### src/rtl/rx_page_ring.sv
module rx_page_ring #(
  parameter logic [7:0] PSTART_INIT = 8'h40,
  parameter logic [7:0] PSTOP_INIT  = 8'h80
) (
  input  logic        clk,
  input  logic        rst_n,
  input  logic        reg_we,
  input  logic [2:0]  reg_addr,
  input  logic [7:0]  reg_wdata,
  output logic [7:0]  reg_rdata,
  input  logic        rx_valid,
  input  logic        rx_sof,
  input  logic        rx_eof,
  input  logic [7:0]  rx_data,
  input  logic        rx_crc_err,
  input  logic        rx_align_err,
  output logic        mem_we,
  output logic [15:0] mem_addr,
  output logic [7:0]  mem_wdata,
  output logic        irq_prx,
  output logic        irq_ovw
);
  typedef enum logic [1:0] {S_IDLE = 2'd0, S_RECV = 2'd1, S_DROP = 2'd2, S_HDR = 2'd3} st_t;

  st_t         st_q;
  logic [7:0]  pstart_q, pstop_q, bnry_q, curr_q;
  logic [7:0]  wpg_q, woff_q, nxt_q, stat_q;
  logic [15:0] cnt_q, len_q;
  logic [1:0]  hidx_q;
  logic        prx_q, ovw_q;

  logic        take, blocked, store, hdr_done;
  logic [7:0]  pos_pg, pos_off, pg_inc, pg_wrap, npos_pg, npos_off, npos_inc, next_pkt;
  logic [15:0] cnt_base;
  logic [7:0]  hdr_byte;

  assign take     = rx_valid && (st_q != S_HDR) && (rx_sof || st_q == S_RECV);
  assign pos_pg   = rx_sof ? curr_q : wpg_q;
  assign pos_off  = rx_sof ? 8'd4 : woff_q;
  assign cnt_base = rx_sof ? 16'd0 : cnt_q;
  assign blocked  = rx_sof ? (curr_q == bnry_q) : (woff_q == 8'd0 && wpg_q == bnry_q);
  assign store    = take && !blocked;

  assign pg_inc   = pos_pg + 8'd1;
  assign pg_wrap  = (pg_inc == pstop_q) ? pstart_q : pg_inc;
  assign npos_off = pos_off + 8'd1;
  assign npos_pg  = (pos_off == 8'hFF) ? pg_wrap : pos_pg;
  assign npos_inc = npos_pg + 8'd1;
  assign next_pkt = (npos_off == 8'd0) ? npos_pg
                  : ((npos_inc == pstop_q) ? pstart_q : npos_inc);

  assign hdr_done = (st_q == S_HDR) && (hidx_q == 2'd3);

  always_comb begin
    case (hidx_q)
      2'd0:    hdr_byte = stat_q;
      2'd1:    hdr_byte = nxt_q;
      2'd2:    hdr_byte = len_q[7:0];
      default: hdr_byte = len_q[15:8];
    endcase
  end

  assign mem_we    = (st_q == S_HDR) || store;
  assign mem_addr  = (st_q == S_HDR) ? {curr_q, 6'd0, hidx_q} : {pos_pg, pos_off};
  assign mem_wdata = (st_q == S_HDR) ? hdr_byte : rx_data;

  always_comb begin
    case (reg_addr)
      3'd0:    reg_rdata = pstart_q;
      3'd1:    reg_rdata = pstop_q;
      3'd2:    reg_rdata = bnry_q;
      3'd3:    reg_rdata = curr_q;
      3'd4:    reg_rdata = {3'd0, ovw_q, 3'd0, prx_q};
      default: reg_rdata = 8'd0;
    endcase
  end

  assign irq_prx = prx_q;
  assign irq_ovw = ovw_q;

  always_ff @(posedge clk) begin
    if (!rst_n) begin
      st_q   <= S_IDLE;
      wpg_q  <= 8'd0;
      woff_q <= 8'd0;
      cnt_q  <= 16'd0;
      hidx_q <= 2'd0;
      nxt_q  <= 8'd0;
      stat_q <= 8'd0;
      len_q  <= 16'd0;
    end else if (st_q == S_HDR) begin
      hidx_q <= hidx_q + 2'd1;
      if (hidx_q == 2'd3) st_q <= S_IDLE;
    end else if (take) begin
      if (blocked) begin
        st_q <= rx_eof ? S_IDLE : S_DROP;
      end else if (rx_eof) begin
        st_q   <= S_HDR;
        hidx_q <= 2'd0;
        nxt_q  <= next_pkt;
        len_q  <= cnt_base + 16'd1;
        stat_q <= {5'd0, rx_align_err, rx_crc_err, ~(rx_crc_err | rx_align_err)};
      end else begin
        st_q   <= S_RECV;
        wpg_q  <= npos_pg;
        woff_q <= npos_off;
        cnt_q  <= cnt_base + 16'd1;
      end
    end
  end

  always_ff @(posedge clk) begin
    if (!rst_n) begin
      pstart_q <= PSTART_INIT;
      pstop_q  <= PSTOP_INIT;
      bnry_q   <= PSTOP_INIT - 8'd1;
      curr_q   <= PSTART_INIT;
    end else begin
      if (reg_we && reg_addr == 3'd0) pstart_q <= reg_wdata;
      if (reg_we && reg_addr == 3'd1) pstop_q  <= reg_wdata;
      if (reg_we && reg_addr == 3'd1) bnry_q   <= reg_wdata - 8'd1;
      else if (reg_we && reg_addr == 3'd2) bnry_q <= reg_wdata;
      if (hdr_done) curr_q <= nxt_q;
      else if (reg_we && (reg_addr == 3'd0 || reg_addr == 3'd3)) curr_q <= reg_wdata;
    end
  end

  always_ff @(posedge clk) begin
    if (!rst_n) begin
      prx_q <= 1'b0;
      ovw_q <= 1'b0;
    end else begin
      prx_q <= (prx_q & ~(reg_we && reg_addr == 3'd4 && reg_wdata[0])) | hdr_done;
      ovw_q <= (ovw_q & ~(reg_we && reg_addr == 3'd4 && reg_wdata[4])) | (take && blocked);
    end
  end
endmodule

### config.mk
export PLATFORM = sky130hd
export DESIGN_NAME = rx_page_ring
export DESIGN_NICKNAME = d
export VERILOG_FILES = /design/src/rtl/rx_page_ring.sv
export SDC_FILE = /design/constraint.sdc
export NUM_CORES = 1
export LEC_CHECK = 0
export ABC_AREA = 1
export BUFFER_PORTS_ARGS = -buffer_cell sky130_fd_sc_hd__buf_4
export CORE_ASPECT_RATIO = 0.5
export CORE_UTILIZATION = 40
export DETAILED_ROUTE_END_ITERATION = 10
export PLACE_DENSITY_LB_ADDON = 0.08
export SLEW_MARGIN = 20
export SYNTH_ARGS = -nofsm -noshare
export SYNTH_HDL_FRONTEND = slang
export SYNTH_SLANG_ARGS = --single-unit
### constraint.sdc
create_clock -name clk -period 5.35 [get_ports clk]
set_input_delay 1.07 -clock clk [delete_from_list [all_inputs] [get_ports clk]]
set_output_delay 1.07 -clock clk [all_outputs]
set_load 0.03 [all_outputs]
==> results.md <==
- Outcome: finished clean
- Initial Util: 42.04%
- Fill cell count: about 1700
- DR DRC count: 0
- Top Ports: 62
- Hold Path Class: reg -> reg
- Max-cap violations: 0
- Post-synth EDFFs: 0
- Syn Nets: between 1000 and 1500
- RSZ-0062 raised after global routing: no
- Clock buffers created by TritonCTS: 9
- Largest net degree at the start of global routing: 85
- Util after Layout: 47.65%
- Syn Inst Count: 1018
- Tcrit/Tclk final: between 80% and 90%
- Wire length per cell after detailed routing: roughly 18 um
- CP Capture Type: flop
- Yosys reg bits: 97
- DR pass1 iterations: 5
- WP data required: between 5000 and 6000 ps
- Worst-path maximum fanout: 21
- PwrDens: between 200 and 250 mW/mm2
- Die Ht: between 90 and 100 um
- CTS tree: done
- Clock share of power: a little over a third
- Critical path class: in -> reg
- Minimum clock period: 4572 ps
- Hold Crit Start: cnt_q[8]
- # resized after CTS: 0
- Global placer's final weighted congestion: around 0.98
- Post-synthesis average cell area: 6.531 um2
- Diodes inserted: 0
- Root Driver: clkbuf_16
- CP arrival: 4780 ps
- Commonest non-fill, non-tap cell in the layout: nand2_1
- Clock latency on the worst-skew pair: between 300 and 400 ps
- Ratio of cells with drive above 1 in the final layout: 15.93%
- Hold_buf cts: 0
- Remaining antenna violation count after routing: 0
- Comb pwr share: roughly a fifth
- Setup TNS: 0 ps
- Nets: approximately 1100
- Worst R2R Start: curr_q[1]
- Initial antenna violation count: 0
- GRT Overall Usage: between 20% and 30%
- P_leak: roughly 0.0033 uW
- Vias/cell: about 5.4
- Area Overhead vs Synth: 13.34%
- Setup Fix Bufs, Post-CTS: 0
- Worst slew margin: between 20 and 30%
- Max-slew violation count: 0
- Startpoint class of the critical path: input pin
- Clock-pin transition on the worst setup and hold timing paths: 70 ps
- Die X: about 180 um
- Core area: 0.01582 mm2
- Final wirelength: 22.73 mm
- Final setup viols: 0
- Grt total ovfl: 0
- First-pass GRT wire length: ~35 mm
- Mapped Area: 0.006649 mm2
- Worst-Margin Slew: approximately 1100 ps
- Sequential power share: a little over two fifths
- Final Skew: roughly 10 ps
- Worst vdd ir: roughly 0.16 mV
- H-tree depth: 3
- Switching Share: 32.50%
- Switching pwr: 600.3 uW
- Iteration-0 DRC Markers: between 700 and 800
- Vias: between 6000 and 7000
- Final hold violations: 0
- CP Launch Point: rx_sof
- DP Wirelength: 17.27 mm
- Longest Clk Path Bufs: 2
- Port bufs: about 60
- Sequential share of the synthesized area: between 20% and 30%
- Clock sink count: 97
- Vias in the first global route: 6230
- Count of cell types in the netlist: 46
- Total internal power: about 1200 uW
- DIE AREA: approximately 0.017 mm2
- Maximum clock frequency: around 220 MHz
- Dominant synthesized flop cell: dfxtp_1
- Synth Warn #: 0
- Asr flop ratio synth: 0%
- Cell Rows: 32
- Most frequent cells in the layout: 207 x nand2_1, 127 x inv_1, 112 x o21ai_0
metrics by stage:
| step | total power [uW] | setup WS, ps | cells | area (um2) | hold WS, ps |
|---|---|---|---|---|---|
| after detailed placement | 1188 | 462.2 | 1267 | 7249 | 443.9 |
| after global placement | 1185 | 563.0 | 1267 | 7249 | 436.1 |
| final | 1847 | 778.1 | 1282 | 7536 | 457.0 |
| after global routing | 1919 | 328.5 | 1282 | 7536 | 480.5 |
| after CTS | 1844 | 825.1 | 1282 | 7536 | 453.3 |
| after floorplan | 1063 | 905.9 | 1018 | 6649 | 424.5 |
synthesized netlist by cell type (2+ instances only):
master / n / area [um2]
xnor2_1: 11 / 96.34
ha_1: 9 / 112.6
o211ai_1: 10 / 75.07
clkbuf_1: 31 / 116.4
a31oi_1: 9 / 56.30
inv_2: 4 / 15.01
buf_1: 2 / 7.510
nor2_2: 9 / 56.30
nand3_2: 12 / 120.1
dfxtp_1: 97 / 1942
nor2_4: 7 / 78.83
xor2_1: 14 / 122.6
nor4_1: 4 / 25.02
buf_6: 4 / 45.04
clkinv_1: 3 / 11.26
inv_1: 128 / 480.5
a211oi_1: 2 / 15.01
o21ai_1: 4 / 20.02
o21ai_0: 112 / 560.5
nor3_1: 14 / 70.07
nand3_4: 3 / 52.55
a221oi_1: 4 / 35.03
o211ai_2: 6 / 75.07
nand2_2: 20 / 125.1
buf_2: 3 / 15.01
nand2_1: 207 / 777.0
nand4_1: 11 / 68.82
nand2_4: 8 / 90.09
nor2_1: 96 / 360.4
o22ai_1: 3 / 18.77
o21ai_2: 2 / 17.52
nor3_4: 2 / 32.53
a21oi_1: 82 / 410.4
nand3_1: 59 / 295.3
a21oi_2: 5 / 43.79
or2_2: 3 / 18.77
o2111ai_1: 9 / 78.83
routing by layer:
layer  global-route usage [%]  wire [um]
met5                        0          0
met4                    5.764        276
met3                    6.815       1917
met2                    39.53       9218
met1                    40.23      11320
critical path, stage by stage:
cell and delay [ps]:
buf_4 270, inv_8 130, nand2_2 90, nand2_2 150, ha_1 380, xnor2_1 160, nand3_1 120, inv_1 70
nand3_1 70, nor2_2 150, nand3_2 100, nor2_4 170, nand2_4 90, nand2_2 70, nand3_2 90, nand2_4 110
ha_1 190, nand3_2 130, nor2_2 140, nand3_1 120, nand3_1 110, nand2_1 60, nor2_2 170, nand3_4 230
nand2_1 120, nand3_1 70, nand2_1 80, a21oi_1 60
state kept, by name (all words and copies together) (netlist names), 2 cells and up:
name	count
bnry_q	8
pstop_q	8
pstart_q	8
hidx_q	2
curr_q	8
len_q	16
woff_q	8
cnt_q	16
wpg_q	8
st_q	2
nxt_q	8
stat_q	3
path summary, 6_finish.rpt:
path	end	slack (ps)	cells after the start
max	nxt_q[1]	780	28
min	cnt_q[8]	460	2
max reg2reg	nxt_q[1]	1450	26
min reg2reg	cnt_q[8]	460	2
final cells by class:
cell class / instances / area (um2) / share of cell area (%)
multi-input cells: 744 / 3995 / 53.01
well taps: 221 / 276.5 / 3.669
clock buffers: 11 / 232.7 / 3.088
repair buffers: 69 / 518.0 / 6.874
inverters: 136 / 518.0 / 6.874
clock inverters: 4 / 53.80 / 0.7139
flip-flops and latches: 97 / 1942 / 25.77
cells by family (layout without fill, tap and decap cells):
| logic type | Yosys count | count (layout) | share of synthesized area (%) |
|---|---|---|---|
| flops | 97 | 97 | 29.21 |
| buf+inv | 177 | 220 | 10.78 |
| compound gates | 251 | 251 | 21.49 |
| xor+xnor | 25 | 25 | 3.293 |
| fa+ha+maj | 9 | 9 | 1.694 |
| simple gates | 459 | 459 | 33.53 |
power groups by stage:
stage | sequential, uW | clock (uW) | combinational [uW]
2_1_floorplan | 799 | 0 | 263
3_3_place_gp | 818 | 0 | 367
3_5_place_dp | 819 | 0 | 369
4_1_cts | 803 | 671 | 371
5_1_grt | 807 | 700 | 411
6_report | 804 | 669 | 374
No activity file was read; power rests on OpenSTA's default activity.
